## src/rtl/sermem_pkg.sv

```systemverilog
package sermem_pkg;

    // Register addresses on the processor port.
    localparam logic ADDR_DATA = 1'b0;
    localparam logic ADDR_CTRL = 1'b1;

    // Sequencer phases: idle, serial clock low, serial clock high.
    typedef enum logic [1:0] {
        ST_IDLE = 2'd0,
        ST_LOW  = 2'd1,
        ST_HIGH = 2'd2
    } seq_state_e;

endpackage

```

## src/rtl/sermem_halfbit_timer.sv

```systemverilog
module sermem_halfbit_timer #(
    parameter int HALF_PERIOD = 2
) (
    input  logic clk,
    input  logic rst_n,
    input  logic run_i,
    input  logic restart_i,
    output logic tick_o
);
    localparam int TW = (HALF_PERIOD > 1) ? $clog2(HALF_PERIOD) : 1;
    localparam logic [TW-1:0] RELOAD = TW'(HALF_PERIOD - 1);

    typedef struct packed {
        logic [TW-1:0] cnt;
    } tmr_t;

    tmr_t tmr_d, tmr_q;

    always_comb begin
        tmr_d = tmr_q;
        if (restart_i || !run_i) begin
            tmr_d.cnt = RELOAD;
        end else if (tmr_q.cnt == '0) begin
            tmr_d.cnt = RELOAD;
        end else begin
            tmr_d.cnt = tmr_q.cnt - 1'b1;
        end
    end

    always_ff @(posedge clk or negedge rst_n) begin
        if (!rst_n) begin
            tmr_q <= '{cnt: RELOAD};
        end else begin
            tmr_q <= tmr_d;
        end
    end

    // End of a half period of the serial clock.
    assign tick_o = run_i && (tmr_q.cnt == '0);

endmodule

```

## src/rtl/sermem_seq.sv

```systemverilog
module sermem_seq
    import sermem_pkg::*;
#(
    parameter int CNT_W = 4
) (
    input  logic             clk,
    input  logic             rst_n,
    input  logic             start_i,
    input  logic [CNT_W-1:0] cnt_i,
    input  logic             wr_dir_i,
    input  logic             release_i,
    input  logic             tick_i,
    output logic             busy_o,
    output logic             sck_o,
    output logic             oe_o,
    output logic             irq_o,
    output logic             sample_o,
    output logic             advance_o
);
    typedef struct packed {
        seq_state_e       state;
        logic [CNT_W-1:0] left;
        logic             sck;
        logic             oe;
        logic             wr_dir;
        logic             rel;
        logic             irq;
    } seq_t;

    seq_t seq_d, seq_q;
    logic sample_c, advance_c;

    always_comb begin
        seq_d     = seq_q;
        seq_d.irq = 1'b0;
        sample_c  = 1'b0;
        advance_c = 1'b0;
        unique case (seq_q.state)
            ST_IDLE: begin
                if (start_i) begin
                    seq_d.wr_dir = wr_dir_i;
                    seq_d.rel    = release_i;
                    if (cnt_i == '0) begin
                        // Zero-length command: set the line drive only.
                        seq_d.oe  = !release_i;
                        seq_d.irq = 1'b1;
                    end else begin
                        seq_d.state = ST_LOW;
                        seq_d.left  = cnt_i;
                        seq_d.sck   = 1'b0;
                        seq_d.oe    = wr_dir_i;
                    end
                end
            end
            ST_LOW: begin
                if (tick_i) begin
                    seq_d.state = ST_HIGH;
                    seq_d.sck   = 1'b1;
                    sample_c    = !seq_q.wr_dir;
                end
            end
            ST_HIGH: begin
                if (tick_i) begin
                    seq_d.sck  = 1'b0;
                    advance_c  = seq_q.wr_dir;
                    seq_d.left = seq_q.left - 1'b1;
                    if (seq_q.left == CNT_W'(1)) begin
                        seq_d.state = ST_IDLE;
                        seq_d.irq   = 1'b1;
                        seq_d.oe    = seq_q.wr_dir && !seq_q.rel;
                    end else begin
                        seq_d.state = ST_LOW;
                    end
                end
            end
            default: begin
                seq_d.state = ST_IDLE;
                seq_d.sck   = 1'b0;
            end
        endcase
    end

    always_ff @(posedge clk or negedge rst_n) begin
        if (!rst_n) begin
            seq_q <= '{state: ST_IDLE, left: '0, sck: 1'b0, oe: 1'b0,
                       wr_dir: 1'b0, rel: 1'b0, irq: 1'b0};
        end else begin
            seq_q <= seq_d;
        end
    end

    assign busy_o    = (seq_q.state != ST_IDLE);
    assign sck_o     = seq_q.sck;
    assign oe_o      = seq_q.oe;
    assign irq_o     = seq_q.irq;
    assign sample_o  = sample_c;
    assign advance_o = advance_c;

endmodule

```

## src/rtl/sermem_shreg.sv

```systemverilog
module sermem_shreg #(
    parameter int DATA_W = 8
) (
    input  logic              clk,
    input  logic              rst_n,
    input  logic              load_i,
    input  logic [DATA_W-1:0] load_val_i,
    input  logic              sample_i,
    input  logic              sd_i,
    input  logic              advance_i,
    output logic [DATA_W-1:0] data_o
);
    typedef struct packed {
        logic [DATA_W-1:0] data;
    } sh_t;

    sh_t sh_d, sh_q;

    always_comb begin
        sh_d = sh_q;
        if (load_i) begin
            sh_d.data = load_val_i;
        end else if (sample_i) begin
            // Incoming bit enters at the bottom; older bits move up.
            sh_d.data = {sh_q.data[DATA_W-2:0], sd_i};
        end else if (advance_i) begin
            // Next outgoing bit moves to the top.
            sh_d.data = {sh_q.data[DATA_W-2:0], 1'b0};
        end
    end

    always_ff @(posedge clk or negedge rst_n) begin
        if (!rst_n) begin
            sh_q <= '{data: '0};
        end else begin
            sh_q <= sh_d;
        end
    end

    assign data_o = sh_q.data;

endmodule

```

## src/rtl/sermem_shifter.sv

```systemverilog
module sermem_shifter
    import sermem_pkg::*;
#(
    parameter int DATA_W      = 8,
    parameter int HALF_PERIOD = 2
) (
    input  logic              clk,
    input  logic              rst_n,
    input  logic              reg_wr_i,
    input  logic              reg_addr_i,
    input  logic [DATA_W-1:0] reg_wdata_i,
    input  logic              reg_raddr_i,
    output logic [DATA_W-1:0] reg_rdata_o,
    output logic              sck_o,
    output logic              sd_o,
    output logic              sd_oe_o,
    input  logic              sd_i,
    output logic              busy_o,
    output logic              done_irq_o
);
    localparam int CNT_W   = $clog2(DATA_W + 1);
    localparam int DIR_BIT = CNT_W;
    localparam int REL_BIT = CNT_W + 1;
    localparam int CNT_MAX = (1 << CNT_W) - 1;

    logic             busy;
    logic             ctrl_go, data_go;
    logic [CNT_W-1:0] cnt_field, cnt_eff;
    logic             tick, sample, advance;
    logic [DATA_W-1:0] data;

    assign ctrl_go   = reg_wr_i && (reg_addr_i == ADDR_CTRL) && !busy;
    assign data_go   = reg_wr_i && (reg_addr_i == ADDR_DATA) && !busy;
    assign cnt_field = reg_wdata_i[CNT_W-1:0];

    // Clamp only when the count field can exceed the register width.
    generate
        if (CNT_MAX > DATA_W) begin : g_clamp
            assign cnt_eff = (cnt_field > CNT_W'(DATA_W)) ? CNT_W'(DATA_W) : cnt_field;
        end else begin : g_direct
            assign cnt_eff = cnt_field;
        end
    endgenerate

    sermem_halfbit_timer #(
        .HALF_PERIOD (HALF_PERIOD)
    ) timer_i (
        .clk       (clk),
        .rst_n     (rst_n),
        .run_i     (busy),
        .restart_i (ctrl_go),
        .tick_o    (tick)
    );

    sermem_seq #(
        .CNT_W (CNT_W)
    ) seq_i (
        .clk       (clk),
        .rst_n     (rst_n),
        .start_i   (ctrl_go),
        .cnt_i     (cnt_eff),
        .wr_dir_i  (reg_wdata_i[DIR_BIT]),
        .release_i (reg_wdata_i[REL_BIT]),
        .tick_i    (tick),
        .busy_o    (busy),
        .sck_o     (sck_o),
        .oe_o      (sd_oe_o),
        .irq_o     (done_irq_o),
        .sample_o  (sample),
        .advance_o (advance)
    );

    sermem_shreg #(
        .DATA_W (DATA_W)
    ) shreg_i (
        .clk        (clk),
        .rst_n      (rst_n),
        .load_i     (data_go),
        .load_val_i (reg_wdata_i),
        .sample_i   (sample),
        .sd_i       (sd_i),
        .advance_i  (advance),
        .data_o     (data)
    );

    always_comb begin
        if (reg_raddr_i == ADDR_DATA) begin
            reg_rdata_o = data;
        end else begin
            reg_rdata_o = {{(DATA_W-1){1'b0}}, busy};
        end
    end

    assign sd_o   = data[DATA_W-1];
    assign busy_o = busy;

endmodule

```

## config.mk

```make
export PLATFORM = sky130hd
export DESIGN_NAME = sermem_shifter
export DESIGN_NICKNAME = d
export VERILOG_FILES = /design/src/rtl/sermem_pkg.sv /design/src/rtl/sermem_halfbit_timer.sv /design/src/rtl/sermem_seq.sv /design/src/rtl/sermem_shreg.sv /design/src/rtl/sermem_shifter.sv
export SDC_FILE = /design/constraint.sdc
export NUM_CORES = 1
export LEC_CHECK = 0
export BUFFER_PORTS_ARGS = -buffer_cell sky130_fd_sc_hd__buf_4
export CORE_ASPECT_RATIO = 1.75
export CORE_MARGIN = 2
export CORE_UTILIZATION = 53
export DETAILED_ROUTE_END_ITERATION = 6
export PLACE_DENSITY_LB_ADDON = 0.1
export SLEW_MARGIN = 40
export SYNTH_ARGS = -nofsm -noshare
export SYNTH_HDL_FRONTEND = slang
export SYNTH_SLANG_ARGS = --single-unit
```

## constraint.sdc

```tcl
create_clock -name clk -period 2.07 [get_ports clk]
set_clock_uncertainty 0.2 [all_clocks]
set_input_delay 0.207 -clock clk [delete_from_list [all_inputs] [get_ports clk]]
set_output_delay 0.207 -clock clk [all_outputs]
set_load 0.1 [all_outputs]
```

==> flow_summary.yaml <==
worst_setup_path:
  crit_path_start_kind: "flop"
  crit_type: "flop to primary output"
  crit_path_cell_trace: "or2_4, mux2_4, buf_4"
  slowest_delay_ns: 0.53
  required_ns: 1.66
  end_kind: "primary output"
  cp_num_buf_inv: 1
  crit_start: "seq_i.seq_q[9]$_DFFE_PN0P_"
  crit_family: "flip-flops"
  rr_startpoint: "seq_i.seq_q[9]$_DFFE_PN0P_"
  worst-path-max-fanout: 14
  arrival_ns: 1.60
  worst_path_max_delay_cell: "dfrtp_1"
die:
  die_x_um: 41.0
  initial_utilization_pct: 55.8
  ios: 27
  core_area_um2: 2270
  die_h_um: 68.7
  fp-row-count: 23
  dieArea_um2: 2810
grt:
  first_global_vias: 1088
  grt_max_degree: 20
  grt_pass1_wl_mm: 4.93
  grt-ovfl-total: 0
  antenna_found_initial: 0
  grtUsageTotal_pct: 26.1
sta:
  fmax_mhz: 498
  finalSetupViolCount: 0
  slew-limit-headroom_pct: 64.6
  min_period_over_period_pct: 97.0
  rsz0062_at_grt: "false"
  hold_viol: 0
  tightest_slew_ns: 0.530
  min_period_ns: 2.01
  slew_viol_final: 0
  finalSetupTns_ns: 0
layout:
  final_common_cell: "buf_4"
  antenna_cells: 0
  mostFrequentLayoutCells: "buf_4, nand2_1, dfrtp_1"
  instances_no_fill: 183
  drive_gt1_share_pct: 34.8
  fillers: 193
  fin_util_pct: 69.2
  syn2layout_area_growth_pct: 24.2
  nets: 175
drt:
  ant_nets: 0
  routedWlPerCell_um: 16.8
  totalWireLength_mm: 3.08
  drtIter0Drc: 44
  drc: 0
  num_vias: 1097
  via_per_inst: 5.99
  drt_first_pass_iters: 5
synthesis:
  synth_fp_nets: 145
  syn_inst: 129
  ys_types: 42
  yosys-top-cells-area: "dfrtp_1, nor2b_1, o211ai_1, nand2_1, buf_6"
  yosys.area.top_type_share_pct: 35.5
  seq_area_frac_synth_pct: 37.6
  ys_ff_latch: 19
  synth_top_area_cell: "dfrtp_1"
  syn_area_um2: 1270
  ys_warn_count: 0
  avgSynthCellArea_um2: 9.83
power_and_ir_drop:
  clock_power_share_pct: 11.2
  ir_worst_vdd_mv: 1.63
  swShare_pct: 52.2
  p_seq_share_pct: 29.8
  p_comb_share_pct: 59.0
  switching_power_uw: 1260
  powerDensity_nw_per_um2: 1530
  intPower_uw: 1150
  cellLeakagePower_uw: 0.000693
placement:
  gp_congestion: 0.807
  dpl.cell_count: 175
  numPortBuffers: 26
  place.detailed.hpwl_mm: 2.30
clocking:
  cts_root_buffer: "clkbuf_8"
  clkSinkCount: 19
  path_clk_slew_ns: 0.07
  cts_buffers: 3
  htree_levels: 1
  clk_latency_ns: 0.26
  cts_buffer_depth: 2
  cts_tree: "done"
flow_run:
  max_cap_viol_count: 0
outcome:
  status: "complete, no violations"
worst_hold_path:
  holdCritStartpoint: "reg_wdata_i[2]"
  worst_hold_path_type: "input port to flop"
[layout make-up]
type / count / area [um^2] / share of cell area (%)
clock buffer: 4 / 45.0 / 2.86
sequential: 19 / 478 / 30.4
timing repair buffer: 34 / 265 / 16.9
inverter: 7 / 26.3 / 1.67
multi-input combinational: 94 / 728 / 46.3
tap: 25 / 31.3 / 1.99
[final timing paths]
check	endpoint	slack (ns)	cells past startpoint
max	reg_rdata_o[0]	0.06	3
min	shreg_i.data_o[2]$_DFFE_PN0P_	0.01	3
max reg2reg	shreg_i.data_o[0]$_DFFE_PN0P_	0.14	3
min reg2reg	seq_i.seq_q[1]$_DFFE_PN0P_	0.29	2
max in group asynchronous	timer_i.tmr_q$_DFF_PN1_	1.25	2
min in group asynchronous	seq_i.seq_q[9]$_DFFE_PN0P_	0.16	2
[cells by family (layout without fill, tap and decap cells)]
family | count (synthesis) | count (layout) | synth area share (%)
multiplexers | 4 | 4 | 3.65
flip-flops | 19 | 19 | 37.6
buffers and inverters | 16 | 45 | 7.70
AO/OA/AOI/OAI | 33 | 33 | 20.5
adder cells (fa/ha/maj) | 2 | 2 | 1.97
AND/OR/NAND/NOR | 55 | 55 | 28.5
[per-stage QoR]
| stage | total power (uW) | setup WS, ns | cell area (um^2) | hold slack (ns) |
|---|---|---|---|---|
| after floorplan | 1850 | 0.0306 | 1300 | -0.289 |
| after global placement | 2080 | 0.258 | 1480 | -0.103 |
| after detailed placement | 2120 | 0.202 | 1480 | -0.101 |
| after CTS | 2390 | 0.0672 | 1570 | 0.00507 |
| after global routing | 2530 | 0.00243 | 1570 | 0.0130 |
| final | 2410 | 0.0623 | 1570 | 0.00992 |
[registers in the layout, indices dropped and copies added, names as in the netlist]
signal,count
timer_i.tmr_q,1
seq_i.seq_q,7
seq_i.oe_o,1
seq_i.sck_o,1
shreg_i.data_o,8
seq_i.irq_o,1
[synthesized netlist by cell type]
| cell | count |
|---|---|
| a32oi_1 | 3 |
| o211ai_1 | 9 |
| o21a_2 | 1 |
| o21ai_1 | 1 |
| o311a_1 | 1 |
| nor4b_2 | 1 |
| nand2b_1 | 2 |
| nand2_1 | 17 |
| a22o_1 | 2 |
| or3b_4 | 1 |
| o32a_1 | 1 |
| nor4b_1 | 1 |
| nor3_1 | 1 |
| inv_1 | 7 |
| dfstp_2 | 1 |
| or4b_4 | 1 |
| mux2_4 | 1 |
| o21ba_1 | 1 |
| nor4_4 | 1 |
| nor3b_2 | 1 |
| o221ai_2 | 2 |
| nor3b_1 | 2 |
| clkbuf_1 | 4 |
| nand2_2 | 2 |
| o221ai_1 | 1 |
| nor2b_1 | 17 |
| mux2i_1 | 2 |
| or2_2 | 1 |
| and3b_1 | 1 |
| nand3b_1 | 2 |
| buf_6 | 5 |
| mux2_2 | 1 |
| dfrtp_1 | 18 |
| a211o_1 | 1 |
| nor2_1 | 1 |
| ha_1 | 2 |
| nand4bb_1 | 1 |
| o21bai_1 | 1 |
| o21ai_0 | 8 |
| a32o_1 | 1 |
| and4bb_1 | 1 |
| nand4_1 | 1 |
[worst register-to-register path, stage by stage, from the launching register on]
cell	delay (ns)
dfrtp_1	0.60
and3b_1	0.31
o21ba_1	0.32
o311a_1	0.38
[layer usage]
layer	GRT usage (%)	vias up	wire length, um
li1	-	521	-
met1	28.1	527	1170
met3	2.88	7	156
met4	12.5	0	74
met2	46.7	42	1680
met5	0	-	0
[what timing repair did]
item                                   4_1_cts  5_1_grt
endpoints found under the hold margin       23        0
hold buffers                                 4        0
setup endpoints to repair                    0        8
buffers inserted                             0        0
gates resized for setup                      0        1
[power groups by stage]
stage | clock (uW) | combinational (uW) | sequential, uW
final | 270 | 1420 | 717
after global routing | 285 | 1500 | 747
after CTS | 269 | 1420 | 709
after detailed placement | 0 | 1410 | 711
after global placement | 0 | 1380 | 704
after floorplan | 0 | 1040 | 813
Note: power is estimated with default switching activity, not from simulation.
